[src/rtl/kpad_pkg.sv]
package kpad_pkg;
   typedef enum logic [1:0] {
      ST_SETTLE  = 2'd0,
      ST_HOLD    = 2'd1,
      ST_RELEASE = 2'd2
   } kpad_state_e;

   localparam int KP_PORT_W = 8;
   localparam int KP_LINES  = 4;
endpackage

[src/rtl/kpad_sync.sv]
module kpad_sync #(
   parameter int W      = 4,
   parameter int STAGES = 2
) (
   input  logic         clk,
   input  logic         rst_n,
   input  logic [W-1:0] d_in,
   output logic [W-1:0] d_out
);
   logic [STAGES-1:0][W-1:0] pipe_q;

   generate
      for (genvar s = 0; s < STAGES; s++) begin : g_stage
         if (s == 0) begin : g_first
            always_ff @(posedge clk or negedge rst_n) begin
               if (!rst_n) pipe_q[0] <= '1;
               else        pipe_q[0] <= d_in;
            end
         end else begin : g_next
            always_ff @(posedge clk or negedge rst_n) begin
               if (!rst_n) pipe_q[s] <= '1;
               else        pipe_q[s] <= pipe_q[s-1];
            end
         end
      end
   endgenerate

   assign d_out = pipe_q[STAGES-1];
endmodule

[src/rtl/kpad_row_pick.sv]
module kpad_row_pick #(
   parameter int N  = 4,
   parameter int IW = 2
) (
   input  logic [N-1:0]  rows_n,
   output logic          hit,
   output logic [IW-1:0] idx
);
   always_comb begin
      hit = 1'b0;
      idx = '0;
      for (int i = N - 1; i >= 0; i--) begin
         if (!rows_n[i]) begin
            hit = 1'b1;
            idx = IW'(i);
         end
      end
   end
endmodule

[src/rtl/kpad_col_drive.sv]
module kpad_col_drive #(
   parameter int N  = 4,
   parameter int IW = 2
) (
   input  logic [IW-1:0] idx,
   output logic [N-1:0]  pat
);
   generate
      for (genvar g = 0; g < N; g++) begin : g_col
         assign pat[g] = (idx != IW'(g));
      end
   endgenerate
endmodule

[src/rtl/kpad_scan_ctrl.sv]
module kpad_scan_ctrl
   import kpad_pkg::*;
#(
   parameter int N          = 4,
   parameter int IW         = 2,
   parameter int SETTLE_CYC = 8,
   parameter int HOLD_CYC   = 50_000_000
) (
   input  logic            clk,
   input  logic            rst_n,
   input  logic            row_hit,
   input  logic [IW-1:0]   row_idx,
   output logic [IW-1:0]   col_idx,
   output logic            key_vld,
   output logic [2*IW-1:0] key_code
);
   localparam int MAXC = (SETTLE_CYC > HOLD_CYC) ? SETTLE_CYC : HOLD_CYC;
   localparam int CW   = $clog2(MAXC + 1);
   localparam logic [CW-1:0] SET_LAST  = CW'(SETTLE_CYC - 1);
   localparam logic [CW-1:0] HOLD_LAST = CW'(HOLD_CYC - 1);
   localparam logic [IW-1:0] COL_LAST  = IW'(N - 1);

   kpad_state_e     st_q;
   logic [CW-1:0]   cnt_q;
   logic [IW-1:0]   col_q;
   logic [IW-1:0]   col_nxt;

   assign col_nxt = (col_q == COL_LAST) ? '0 : col_q + 1'b1;

   always_ff @(posedge clk or negedge rst_n) begin
      if (!rst_n) begin
         st_q     <= ST_SETTLE;
         cnt_q    <= '0;
         col_q    <= '0;
         key_vld  <= 1'b0;
         key_code <= '0;
      end else begin
         key_vld <= 1'b0;
         case (st_q)
            ST_SETTLE: begin
               if (cnt_q == SET_LAST) begin
                  cnt_q <= '0;
                  if (row_hit) begin
                     key_vld  <= 1'b1;
                     key_code <= {col_q, row_idx};
                     st_q     <= ST_HOLD;
                  end else begin
                     col_q <= col_nxt;
                  end
               end else begin
                  cnt_q <= cnt_q + 1'b1;
               end
            end
            ST_HOLD: begin
               if (cnt_q == HOLD_LAST) begin
                  cnt_q <= '0;
                  st_q  <= ST_RELEASE;
               end else begin
                  cnt_q <= cnt_q + 1'b1;
               end
            end
            ST_RELEASE: begin
               if (!row_hit) begin
                  col_q <= col_nxt;
                  st_q  <= ST_SETTLE;
               end
            end
            default: st_q <= ST_SETTLE;
         endcase
      end
   end

   assign col_idx = col_q;

   // strobe lasts one cycle only
   a_r3_vld_single: assert property (@(posedge clk) disable iff (!rst_n)
      key_vld |=> !key_vld);

   // a strobe is always followed by the hold-off, never by a new scan
   a_r5_vld_in_hold: assert property (@(posedge clk) disable iff (!rst_n)
      key_vld |-> (st_q == ST_HOLD));

   // the column is frozen during the hold-off
   a_r6_hold_col: assert property (@(posedge clk) disable iff (!rst_n)
      (st_q == ST_HOLD) |=> $stable(col_q));

   // a pressed row keeps the scanner on its column while waiting
   a_r5_wait_press: assert property (@(posedge clk) disable iff (!rst_n)
      (st_q == ST_RELEASE && row_hit) |=> ($stable(col_q) && !key_vld));

   // the column only moves when the settle count has run out
   a_r2_settle_col: assert property (@(posedge clk) disable iff (!rst_n)
      (st_q == ST_SETTLE && cnt_q != SET_LAST) |=> $stable(col_q));
endmodule

[src/rtl/kpad_scan_top.sv]
module kpad_scan_top
   import kpad_pkg::*;
#(
   parameter int SETTLE_CYC  = 8,
   parameter int HOLD_CYC    = 50_000_000,
   parameter int SYNC_STAGES = 2
) (
   input  logic       clk,
   input  logic       rst_n,
   input  logic [7:0] port_in,
   output logic [7:0] port_out,
   output logic       key_vld,
   output logic [3:0] key_code
);
   localparam int N  = KP_LINES;
   localparam int IW = $clog2(N);

   generate
      if (SYNC_STAGES < 2) begin : g_bad_sync
         $error("kpad_scan_top: SYNC_STAGES must be at least 2");
      end
      if (SETTLE_CYC <= SYNC_STAGES) begin : g_bad_settle
         $error("kpad_scan_top: SETTLE_CYC must exceed SYNC_STAGES");
      end
      if (HOLD_CYC < 1) begin : g_bad_hold
         $error("kpad_scan_top: HOLD_CYC must be at least 1");
      end
      if (2 * N != KP_PORT_W) begin : g_bad_port
         $error("kpad_scan_top: port must split into two equal nibbles");
      end
   endgenerate

   logic [N-1:0]  rows_sync;
   logic          row_hit;
   logic [IW-1:0] row_idx;
   logic [IW-1:0] col_idx;
   logic [N-1:0]  col_pat;

   kpad_sync #(.W(N), .STAGES(SYNC_STAGES)) u_sync (
      .clk   (clk),
      .rst_n (rst_n),
      .d_in  (port_in[2*N-1:N]),
      .d_out (rows_sync)
   );

   kpad_row_pick #(.N(N), .IW(IW)) u_pick (
      .rows_n (rows_sync),
      .hit    (row_hit),
      .idx    (row_idx)
   );

   kpad_scan_ctrl #(
      .N(N), .IW(IW), .SETTLE_CYC(SETTLE_CYC), .HOLD_CYC(HOLD_CYC)
   ) u_ctrl (
      .clk      (clk),
      .rst_n    (rst_n),
      .row_hit  (row_hit),
      .row_idx  (row_idx),
      .col_idx  (col_idx),
      .key_vld  (key_vld),
      .key_code (key_code)
   );

   kpad_col_drive #(.N(N), .IW(IW)) u_col (
      .idx (col_idx),
      .pat (col_pat)
   );

   assign port_out = {{N{1'b1}}, col_pat};

   // exactly one column is driven low at all times
   a_r2_one_cold: assert property (@(posedge clk) disable iff (!rst_n)
      $countones(port_out[N-1:0]) == N - 1);

   // the reported column matches the column currently driven low
   a_r8_col_match: assert property (@(posedge clk) disable iff (!rst_n)
      key_vld |-> (port_out[key_code[3:2]] == 1'b0));
endmodule

[config.mk]
export PLATFORM = sky130hd
export DESIGN_NAME = kpad_scan_top
export DESIGN_NICKNAME = d
export VERILOG_FILES = /design/src/rtl/kpad_pkg.sv /design/src/rtl/kpad_sync.sv /design/src/rtl/kpad_row_pick.sv /design/src/rtl/kpad_col_drive.sv /design/src/rtl/kpad_scan_ctrl.sv /design/src/rtl/kpad_scan_top.sv
export SDC_FILE = /design/constraint.sdc
export NUM_CORES = 1
export LEC_CHECK = 0
export BUFFER_PORTS_ARGS = -buffer_cell sky130_fd_sc_hd__buf_2
export CORE_UTILIZATION = 37
export DETAILED_ROUTE_END_ITERATION = 8
export RECOVER_POWER = 25
export SYNTH_ARGS = -nofsm -noshare
export SYNTH_HDL_FRONTEND = slang
export SYNTH_SLANG_ARGS = --single-unit
export TNS_END_PERCENT = 5
[constraint.sdc]
create_clock -name clk -period 2.6 [get_ports clk]
set_clock_uncertainty 0.2 [all_clocks]
set_input_delay 0.26 -clock clk [delete_from_list [all_inputs] [get_ports clk]]
set_output_delay 0.26 -clock clk [all_outputs]
set_load 0.02 [all_outputs]
; Word-level counts from Yosys, hierarchy flattened
; Cells that the tools add are included.
[totals]
inputBits = 10
ff_bits = 43
out_inout_bits = 13
[classes]
n_eq_ne = 12
muxes = 23
n_reduce_logical = 7
add_sub_neg = 2
[op_table]
columns = operator, count
row1 = two-way mux 26 bit, 2
row2 = one-hot mux 26 bit (2 select lines), 1
row3 = adder 26 x 1 -> 26 bit (second input constant), 1
row4 = equality test 26 bit (second input constant), 1
row5 = equality test 26 x 3 -> 1 bit (second input constant), 1
row6 = two-way mux 2 bit, 11
row7 = != test 2 x 1 -> 1 bit (second input constant), 4
row8 = two-way mux 1 bit, 7
row9 = != test 2 bit (second input constant), 3
row10 = one-hot mux 2 bit (3 select lines), 1
row11 = nonzero test 2 bit, 3
row12 = equality test 2 bit (second input constant), 2
row13 = one-hot mux 2 bit (2 select lines), 1
row14 = AND reduction 4 bit, 1
row15 = AND reduction 3 bit, 1
row16 = adder 2 x 1 -> 2 bit (second input constant), 1
row17 = equality test 2 x 1 -> 1 bit (second input constant), 1
row18 = logical NOT 2 bit, 1
row19 = AND reduction 2 bit, 1

; Depth between registers and ports, before layout
; Gate-level depths: netlist of run 1.
[depth]
word_depth = 7
ltp_mapped = 7
mapped_depth_nobuf = 6

; Hierarchy
; From an unflattened synthesis of run 1, not the netlist that was laid out.
[unflattened]
hier_cells = 207
hier_area_um2 = 2155.8
[modules_own_cells]
columns = module, cells_per_inst, area_per_inst_um2, seq_area_each_um2, n_inst
row1 = kpad_scan_ctrl, 181, 1830.5, 875.8, 1
row2 = kpad_sync, 12, 240.2, 210.2, 1
row3 = kpad_scan_top, 5, 33.8, 0.0, 1
row4 = kpad_row_pick, 5, 28.8, 0.0, 1
row5 = kpad_col_drive, 4, 22.5, 0.0, 1

; Worst setup path before layout of run 1
; Ideal clock, no wire load.
[synth_timing]
path_kind = reg-to-reg
startpoint = register u_ctrl.cnt_q[16]
endpoint = register u_ctrl.cnt_q[13]
path_buffers = 1
setup_slack_ps = 504
arrival_time_ps = 1777
period_less_slack_ps = 2096
path_stages_with_launch = 7
setup_ps = 119
path_cell_list = dfrtp_1 > nor4_1 > nand2_1 > or4_4 > a21oi_4 > buf_6 > nor2_1
[synth_via]
elab_chain_cells = 3
word_cells_on_any_way = 5
cone_classes = 2 x eq/ne / 3 x mux
[synth_rtl]
columns = item, line_no
row1 = "start, declared", kpad_scan_ctrl.sv:24  ; logic [CW-1:0] cnt_q;
row2 = "start signal, assigned", kpad_scan_ctrl.sv:51  ; cnt_q <= cnt_q + 1'b1;
row3 = "start signal, assigned", kpad_scan_ctrl.sv:59  ; cnt_q <= cnt_q + 1'b1;
row4 = equality test 26 bit or equality test 26 x 3 -> 1 bit (tied branches), "kpad_scan_ctrl.sv:55, kpad_scan_ctrl.sv:41"
row5 = "two-way mux 26 bit, on equally long branches", "kpad_scan_ctrl.sv:55, kpad_scan_ctrl.sv:41"
row6 = one-hot mux 26 bit (2 select lines) *, kpad_scan_ctrl.sv:39  ; case (st_q)
; Mark *: on every way between the ends. The rest lies on a longest branch, timed or not.
; A chain may end at the register's enable or synchronous reset.

; Worst setup path in the final report of run 1
[layout_timing]
startpoint = register u_ctrl.cnt_q[20]
endpoint = register u_ctrl.cnt_q[12]
; The elaborated chain is that of the path after synthesis.

==> impl_summary.md, run 1 <==
Outcome
The run finished with clean final reports.

Power
The net switching share of the total power is 23.4%. Combinational logic burns 3.9% of the power. The internal portion of total power is 0.888 mW.

Across the VDD grid, the largest voltage drop is 286 µV. In this run the static leakage power is 1.07 nW. In this run the power density over the cells is 472 nW/µm². In this run the power spent charging and discharging nets is 0.271 mW. Sequential cells burn 60.1% of the power. The clock network power share is 36.0%.

Synthesis
Among all flip-flop cells after synthesis, the most frequent one is dfrtp_1. Counting instances in the post-synthesis netlist gives the leading cell types as dfrtp_1 (35), nor2_1 (18), nand3_1 (16). After Yosys synthesis, and, or, nand and nor cells account for 25.5% of the synthesized area. Summing the areas of all fa, ha and maj instances in the mapped netlist gives 3.48% of the synthesized area. The sequential area share after synthesis is 50.4%. The post-synthesis compound-gate area fraction is 5.52%.

The gate count after technology mapping is 207. In this run, synthesis inferred 0 flip-flops with an integrated enable. The share of flip-flops with an asynchronous set or reset after synthesis is 100%. The cell area that synthesis handed to floorplanning was 2150 µm². Sorting the synthesized cells by area gives the leading types as dfrtp_1 (41%), dfstp_2 (9.8%), xnor2_1 (5.7%). The top cell type's share of synthesized area is 40.7%.

Yosys instantiated no cell more often than dfrtp_1. The xor/xnor share of the synthesized area is 8.13%. For this run, the number of Yosys warnings is 0. The dominant cell type by area after synthesis is dfrtp_1. The portion of synthesized area spent on multiplexers is 2.56%. The average cell area after synthesis is 10.4 µm².

The dominant combinational cell family by area after synthesis is simple AND/OR/NAND/NOR gates. Synthesis inferred 43 register bits. Yosys mapped the design onto 42 distinct sky130hd cell types.

Layout
Cells with a size suffix above 1 make up 18.8% of the layout. The footprint of the multi-input gates is 995 µm². The count of antenna diodes in the layout is 0. The number of filler cells placed in the layout is 522. The combined flip-flop and latch cell area is 1090 µm². At the end of the flow, the number of nets in the layout was 249. From synthesis to final layout, the design area changed by 13.8%. The final standard cell utilization of the core is 44.0%.

Timing
The routed design could run at a clock period as short as 2340 ps. The tightest hold path in the finished design has a slack of 158 ps. After layout, the worst path uses 89.9% of the clock period.

At the pin with the least slew margin, the transition time is 1030 ps. For the final routed database, the setup TNS stands at 0 ps. The maximum operating frequency is 428 MHz.

Setup repair after global routing left no endpoint under its margin. The final hold violation count is 0. Headroom to the max-slew limit came out at 31.1%.

The max-slew violation count is 0. Setup violations remaining at the end of the flow were counted as 0.

CTS
TritonCTS built the clock tree. The maximum root-to-sink buffer count is 2. In this run, CTS created clock tree buffers numbering 5.

After clock tree synthesis, the clock-pin slew on the worst setup and hold paths is 80 ps. The number of H-tree levels is 2. For this design, the sink count on the clock tree is 43.

The tree is rooted in a clkbuf_8. Once the clock tree was built, the setup fixing pass inserted 0 buffers. At the later pin of the worst-skew pair, clock insertion delay measures 290 ps.

Global route
The number of global-route vias before repair is 1492. The initial antenna violation count is 0. Summed over all layers, the global routing overflow is 0.

The first global-routing pass estimated 7.08 mm of wire. The maximum number of pins on one net before global-route repair is 44. Across every metal layer, demand over resource in global routing totals 14.8%.

Setup path
STA classifies the critical path endpoint as a flip-flop. The total number of cells along the worst setup path is 5. For the worst setup path, the data required time is 2570 ps. Traced cell by cell, the critical path runs through nor4_1 > nand4_1 > or3_1 > a21oi_4 > nor2_1. For this run, the slowest stage of the critical path takes 440 ps.

For the worst setup path, the data arrival time is 2310 ps. The critical path's slowest cell is dfrtp_1. The total buffers and inverters traversed by the critical path is 0. The category of the most critical setup path is reg2reg. For the worst flop-to-flop path, the logic depth is 5. The largest fanout on the critical path is 12. The cell family contributing the most delay on the critical path is simple AND/OR/NAND/NOR gates.

The worst setup path is launched from a flip-flop.

Floorplanning
In this run the vertical extent of the chip is 78.3 µm. The die covers 6130 µm². The number of rows in the core area is 27. The starting utilization of the core area is 38.7%. The floorplan step set the die width to 78.3 µm. The number of ports placed on the die boundary is 23. The region available for standard cell placement spans 5570 µm².

Route
The DRC violation total after the first TritonRoute iteration is 76. In the routed layout, each cell is associated on average with a via count of 5.06. The count of TritonRoute iterations in the first routing pass is 4.

In the routed design, unresolved DRC markers number 0. The total wire length is 4.07 mm. The total vias in the final route is 1548. The routed length per placed instance is 13.3 µm. The count of nets left with antenna violations once routing finished came out at 0.

Worst hold path
The worst hold path passes through 0 cells. In this run the worst hold path is classified as reg2reg.

Job
The number of max-capacitance violations reported is 0.

Place
The global placement routability congestion is 0.829. The wire-length estimate of the detail-placed layout is 2.88 mm. The number of buffers added on ports is 14.
[final timing paths]
kind                            slack, ps             start          endpoint
worst max register to register        260  u_ctrl.cnt_q[20]  u_ctrl.cnt_q[12]
worst min register to register        160  u_sync.pipe_q[3]   u_sync.d_out[3]
max in group asynchronous            1100             rst_n    u_ctrl.st_q[1]
min in group asynchronous             470             rst_n  u_ctrl.cnt_q[20]
worst min-delay path                  160  u_sync.pipe_q[3]   u_sync.d_out[3]
worst max-delay path                  260  u_ctrl.cnt_q[20]  u_ctrl.cnt_q[12]
[area by class of cell]
class / instances / area share [%]
sequential: 43 / 44.3
multi-input combinational: 149 / 40.6
timing repair buffer: 25 / 6.48
tap: 72 / 3.67
clock buffer: 5 / 2.81
inverter: 9 / 1.38
clock inverter: 3 / 0.816
[per-stage QoR]
stage	cell area [µm²]	power (mW)	instances	worst slack, ps
3_5_place_dp	2310	0.749	293	146
6_report	2450	1.16	306	261
3_3_place_gp	2310	0.748	293	222
4_1_cts	2450	1.17	306	142
2_1_floorplan	2170	0.730	210	504
5_1_grt	2450	1.21	306	74.4
[flip-flops by register name, summed over array words and instances, names as in the netlist]
signal / flops
u_ctrl.cnt_q: 26
u_ctrl.key_code: 4
u_sync.d_out: 4
u_sync.pipe_q: 4
u_ctrl.col_idx: 2
u_ctrl.st_q: 2
u_ctrl.key_vld: 1
[power groups by stage]
stage          combinational [mW]  clock (mW)  sequential (mW)
2_1_floorplan              0.0230           0            0.707
6_report                   0.0448       0.418            0.696
3_3_place_gp               0.0400           0            0.708
4_1_cts                    0.0464       0.432            0.696
3_5_place_dp               0.0406           0            0.709
5_1_grt                    0.0513       0.457            0.698
[kinds of logic (layout without fill, tap and decap cells)]
group                      count (synthesis)  after routing
adders and majority gates                  6              6
muxes                                      5              5
and+or+nand+nor                           98             98
other                                      1              4
AOI/OAI and AO/OA                         16             16
DFF                                       43             43
xor gates and xnor gates                  20             20
buffers and inverters                     18             42
[cells in the final DEF (no fill, tap or decap), types with 2 or more instances in the layout]
| cell type | instances |
|---|---|
| a21o_1 | 3 |
| a21oi_1 | 4 |
| a221o_1 | 2 |
| and3_1 | 7 |
| and4_1 | 3 |
| buf_2 | 8 |
| buf_4 | 6 |
| clkbuf_1 | 5 |
| clkbuf_8 | 5 |
| clkinvlp_4 | 2 |
| conb_1 | 4 |
| dfrtp_1 | 35 |
| dfstp_2 | 8 |
| dlygate4sd3_1 | 5 |
| ha_1 | 6 |
| inv_1 | 9 |
| mux2_2 | 4 |
| nand2_1 | 12 |
| nand3_1 | 16 |
| nand4_1 | 6 |
| nor2_1 | 18 |
| nor2b_1 | 3 |
| nor3_1 | 9 |
| nor4_1 | 6 |
| nor4_2 | 3 |
| o21ai_0 | 3 |
| or2_2 | 2 |
| or3_1 | 4 |
| xnor2_1 | 14 |
| xor2_1 | 6 |
[layer usage]
layer  part of all wire, %  up-vias  track usage, %
li1                      -      775               -
met1                    50      736            20.1
met2                    46       29            23.3
met3                   2.6        8            3.02
met4                   1.5        0            5.56
met5                     0        -               0
[timing repair]
action	CTS	global route
endpoints found under the setup margin	0	3
hold buffers	5	0
gates resized for setup	0	1
endpoints found under the hold margin	39	0
[worst reg2reg max path, stage by stage, from the launching register on]
cell and delay, ps:
dfrtp_1 440, nor4_1 440, nand4_1 230, or3_1 440
a21oi_4 360, nor2_1 100
Power figures use the tool's default switching activity.
==> run 2, diff against run 1 <==
--- a/config.mk
+++ b/config.mk
@@ -6,6 +6,7 @@
 export NUM_CORES = 1
 export LEC_CHECK = 0
 export BUFFER_PORTS_ARGS = -buffer_cell sky130_fd_sc_hd__buf_2
+export CORE_MARGIN = 10
 export CORE_UTILIZATION = 37
 export DETAILED_ROUTE_END_ITERATION = 8
 export RECOVER_POWER = 25
==> constraint.sdc (replaced) <==
create_clock -name clk -period 2.6 [get_ports clk]
set_clock_uncertainty 0.2 [all_clocks]
set_input_delay 0 -clock clk [delete_from_list [all_inputs] [get_ports clk]]
set_output_delay 0 -clock clk [all_outputs]
set_load 0.02 [all_outputs]
==> impl_summary.md, run 2 (synthesized netlist as in run 1, its figures left out) <==
Global route
The initial antenna violation count is 0. The total congestion overflow after global routing is 0. The maximum number of pins on one net before global-route repair is 44.

Across every metal layer, demand over resource in global routing totals 10.2%. The first-pass GRT wire length is 7.48 mm. The number of global-route vias before repair is 1571.

Floorplanning
The floorplan step defined a die boundary enclosing 9280 µm². The initialized floorplan defines 27 standard-cell rows. Measured along the y axis, the die boundary spans 96.3 µm. The floorplan step set the die width to 96.3 µm. The number of ports placed on the die boundary is 23. The total area inside the core boundary comes to 5570 µm².

The initial utilization of the core area, before any placement, comes to 38.7%.

CTS
The TritonCTS clock tree is done. The number of H-tree levels is 2. Clock-pin slew was measured on the worst setup and hold paths at 80 ps. At the later pin of the worst-skew pair, clock insertion delay measures 300 ps.

The clock drives 43 sinks. The cell sitting at the root of the clock tree is a clkbuf_8. In this run the deepest clock path goes through 2 buffers. The number of buffers inserted during clock tree synthesis is 5.

Route
The via density per instance is 5.01. The routed layout has 1539 vias. The count of TritonRoute iterations in the first routing pass is 4. The DRC violation total after the first TritonRoute iteration is 64. Wires add up to 4.20 mm. The DRC violation count after routing is 0. The number of nets still failing antenna checks after routing is 0. After detailed routing, the average wire length per cell comes to 13.7 µm.

Layout
The top cell types in the final layout, fill and taps aside, are dfrtp_1 (35), nor2_1 (18), nand3_1 (16), xnor2_1 (14), nand2_1 (12). The library cell used most frequently in the layout, excluding fill and tap cells, is dfrtp_1. The ratio of cells with drive above 1 in the final layout is 19.1%. The register bank with the most flops is u_ctrl.cnt_q.

From synthesis to final layout, the design area changed by 15.3%. The finished cells cover 2480 µm². The repair_antennas step left the layout with diodes totalling 0.

The net count reported at finish is 250. The number of filler cells placed in the layout is 552. The flip-flop count of the largest register, all copies and words added is 26.

Timing
The final hold violation count is 0. Setup violations remaining at the end of the flow were counted as 0. Setup slack on the critical path of the routed design comes to 250 ps. The post-layout minimum cycle time is 2350 ps. The worst max-slew margin expressed relative to the limit is 30.9%. Setup repair after global routing left no endpoint under its margin. The max-slew violation count is 0. The pin slew with the least headroom to its limit is 1040 ps. The final clock period utilization by the worst path is 90.4%.

The total negative slack for setup checks is 0 ps. Derived from the worst setup path, the maximum achievable clock frequency is 426 MHz.

Place
Detailed placement finished with a half-perimeter wire length of 3.07 mm. At the placement stage, the worst setup path has a slack of 170 ps. The instance area after placement is 2320 µm². At the end of routability-driven placement, the weighted congestion stood at 0.805. The number of buffers added on ports is 14.

Power
The power consumption is 1.25 mW. Dividing total power by cell area gives a power density of 505 nW/µm². The static leakage is 1.10 nW. VDD sags by at most 391 µV.

Setup path
The delay of the slowest critical-path stage is 590 ps. The setup path with the least slack is of type reg2reg. The total buffers and inverters traversed by the critical path is 0. The type of destination of the critical path is a flip-flop. The endpoint required time on the critical path is 2570 ps. The arrival time of the worst setup path is 2320 ps. The worst setup path is launched from a flip-flop.

On the critical path, the stage with the largest delay is an instance of or4_4. The largest fanout on the critical path is 12. The cell family contributing the most delay on the critical path is simple AND/OR/NAND/NOR gates. The critical path goes through nor4_1 > nand2_1 > or4_4 > a21oi_4 > nor2_1.

Job
The tool flagged a number of max-cap violations equal to 0.

Outcome
The run finished with clean final reports.

Worst hold path
The classification of the worst-slack hold path is in2reg.
## run 2: metal layers
layer / vias up / track usage (%) / part of all wire, %
met2: 19 / 16.4 / 47
met1: 745 / 12.6 / 48
li1: 770 / - / -
met3: 5 / 2.96 / 3.4
met5: - / 0 / 0
met4: 0 / 4.36 / 1.7
## run 2: metrics by stage
step / hold slack (ps) / utilization [%] / std cells
2_1_floorplan: -496 / - / 210
3_3_place_gp: -95.0 / 41.6 / 294
3_5_place_dp: -93.7 / 41.6 / 294
4_1_cts: 126 / 44.6 / 307
5_1_grt: 135 / 44.6 / 307
6_report: 145 / 44.6 / 307
## run 2: final timing paths
kind | startpoint | end | slack, ps | cells after the start
max | u_ctrl.cnt_q[16] | u_ctrl.cnt_q[15] | 250 | 5
min | port_in[7] | u_sync.pipe_q[3] | 150 | 2
max reg2reg | u_ctrl.cnt_q[16] | u_ctrl.cnt_q[15] | 250 | 5
min reg2reg | u_sync.pipe_q[0] | u_sync.d_out[0] | 160 | 0
max in group asynchronous | rst_n | u_ctrl.cnt_q[18] | 1340 | 2
min in group asynchronous | rst_n | u_ctrl.cnt_q[20] | 230 | 2
## run 2: area by class of cell
class	instances	area, µm²	share of cell area [%]
Sequential cell	43	1090	43.7
Multi-Input combinational cell	149	995	40.1
Clock buffer	5	68.8	2.77
Inverter	9	33.8	1.36
Tap cell	72	90.1	3.63
Timing Repair Buffer	26	166	6.70
Clock inverter	3	43.8	1.76
## run 2: timing repair
action / in CTS / in global routing
setup endpoints to repair: 0 / 10
hold endpoints to repair: 39 / 0
hold buffers: 5 / 0
gates resized for setup: 0 / 1
buffers inserted: 0 / 0
## run 2: report_power, final
part | total [mW] | leakage (nW) | internal (mW) | switching [mW]
logic | 0.0453 | 0.487 | 0.0160 | 0.0293
clock network | 0.513 | 0.0581 | 0.286 | 0.227
registers | 0.696 | 0.553 | 0.685 | 0.0109
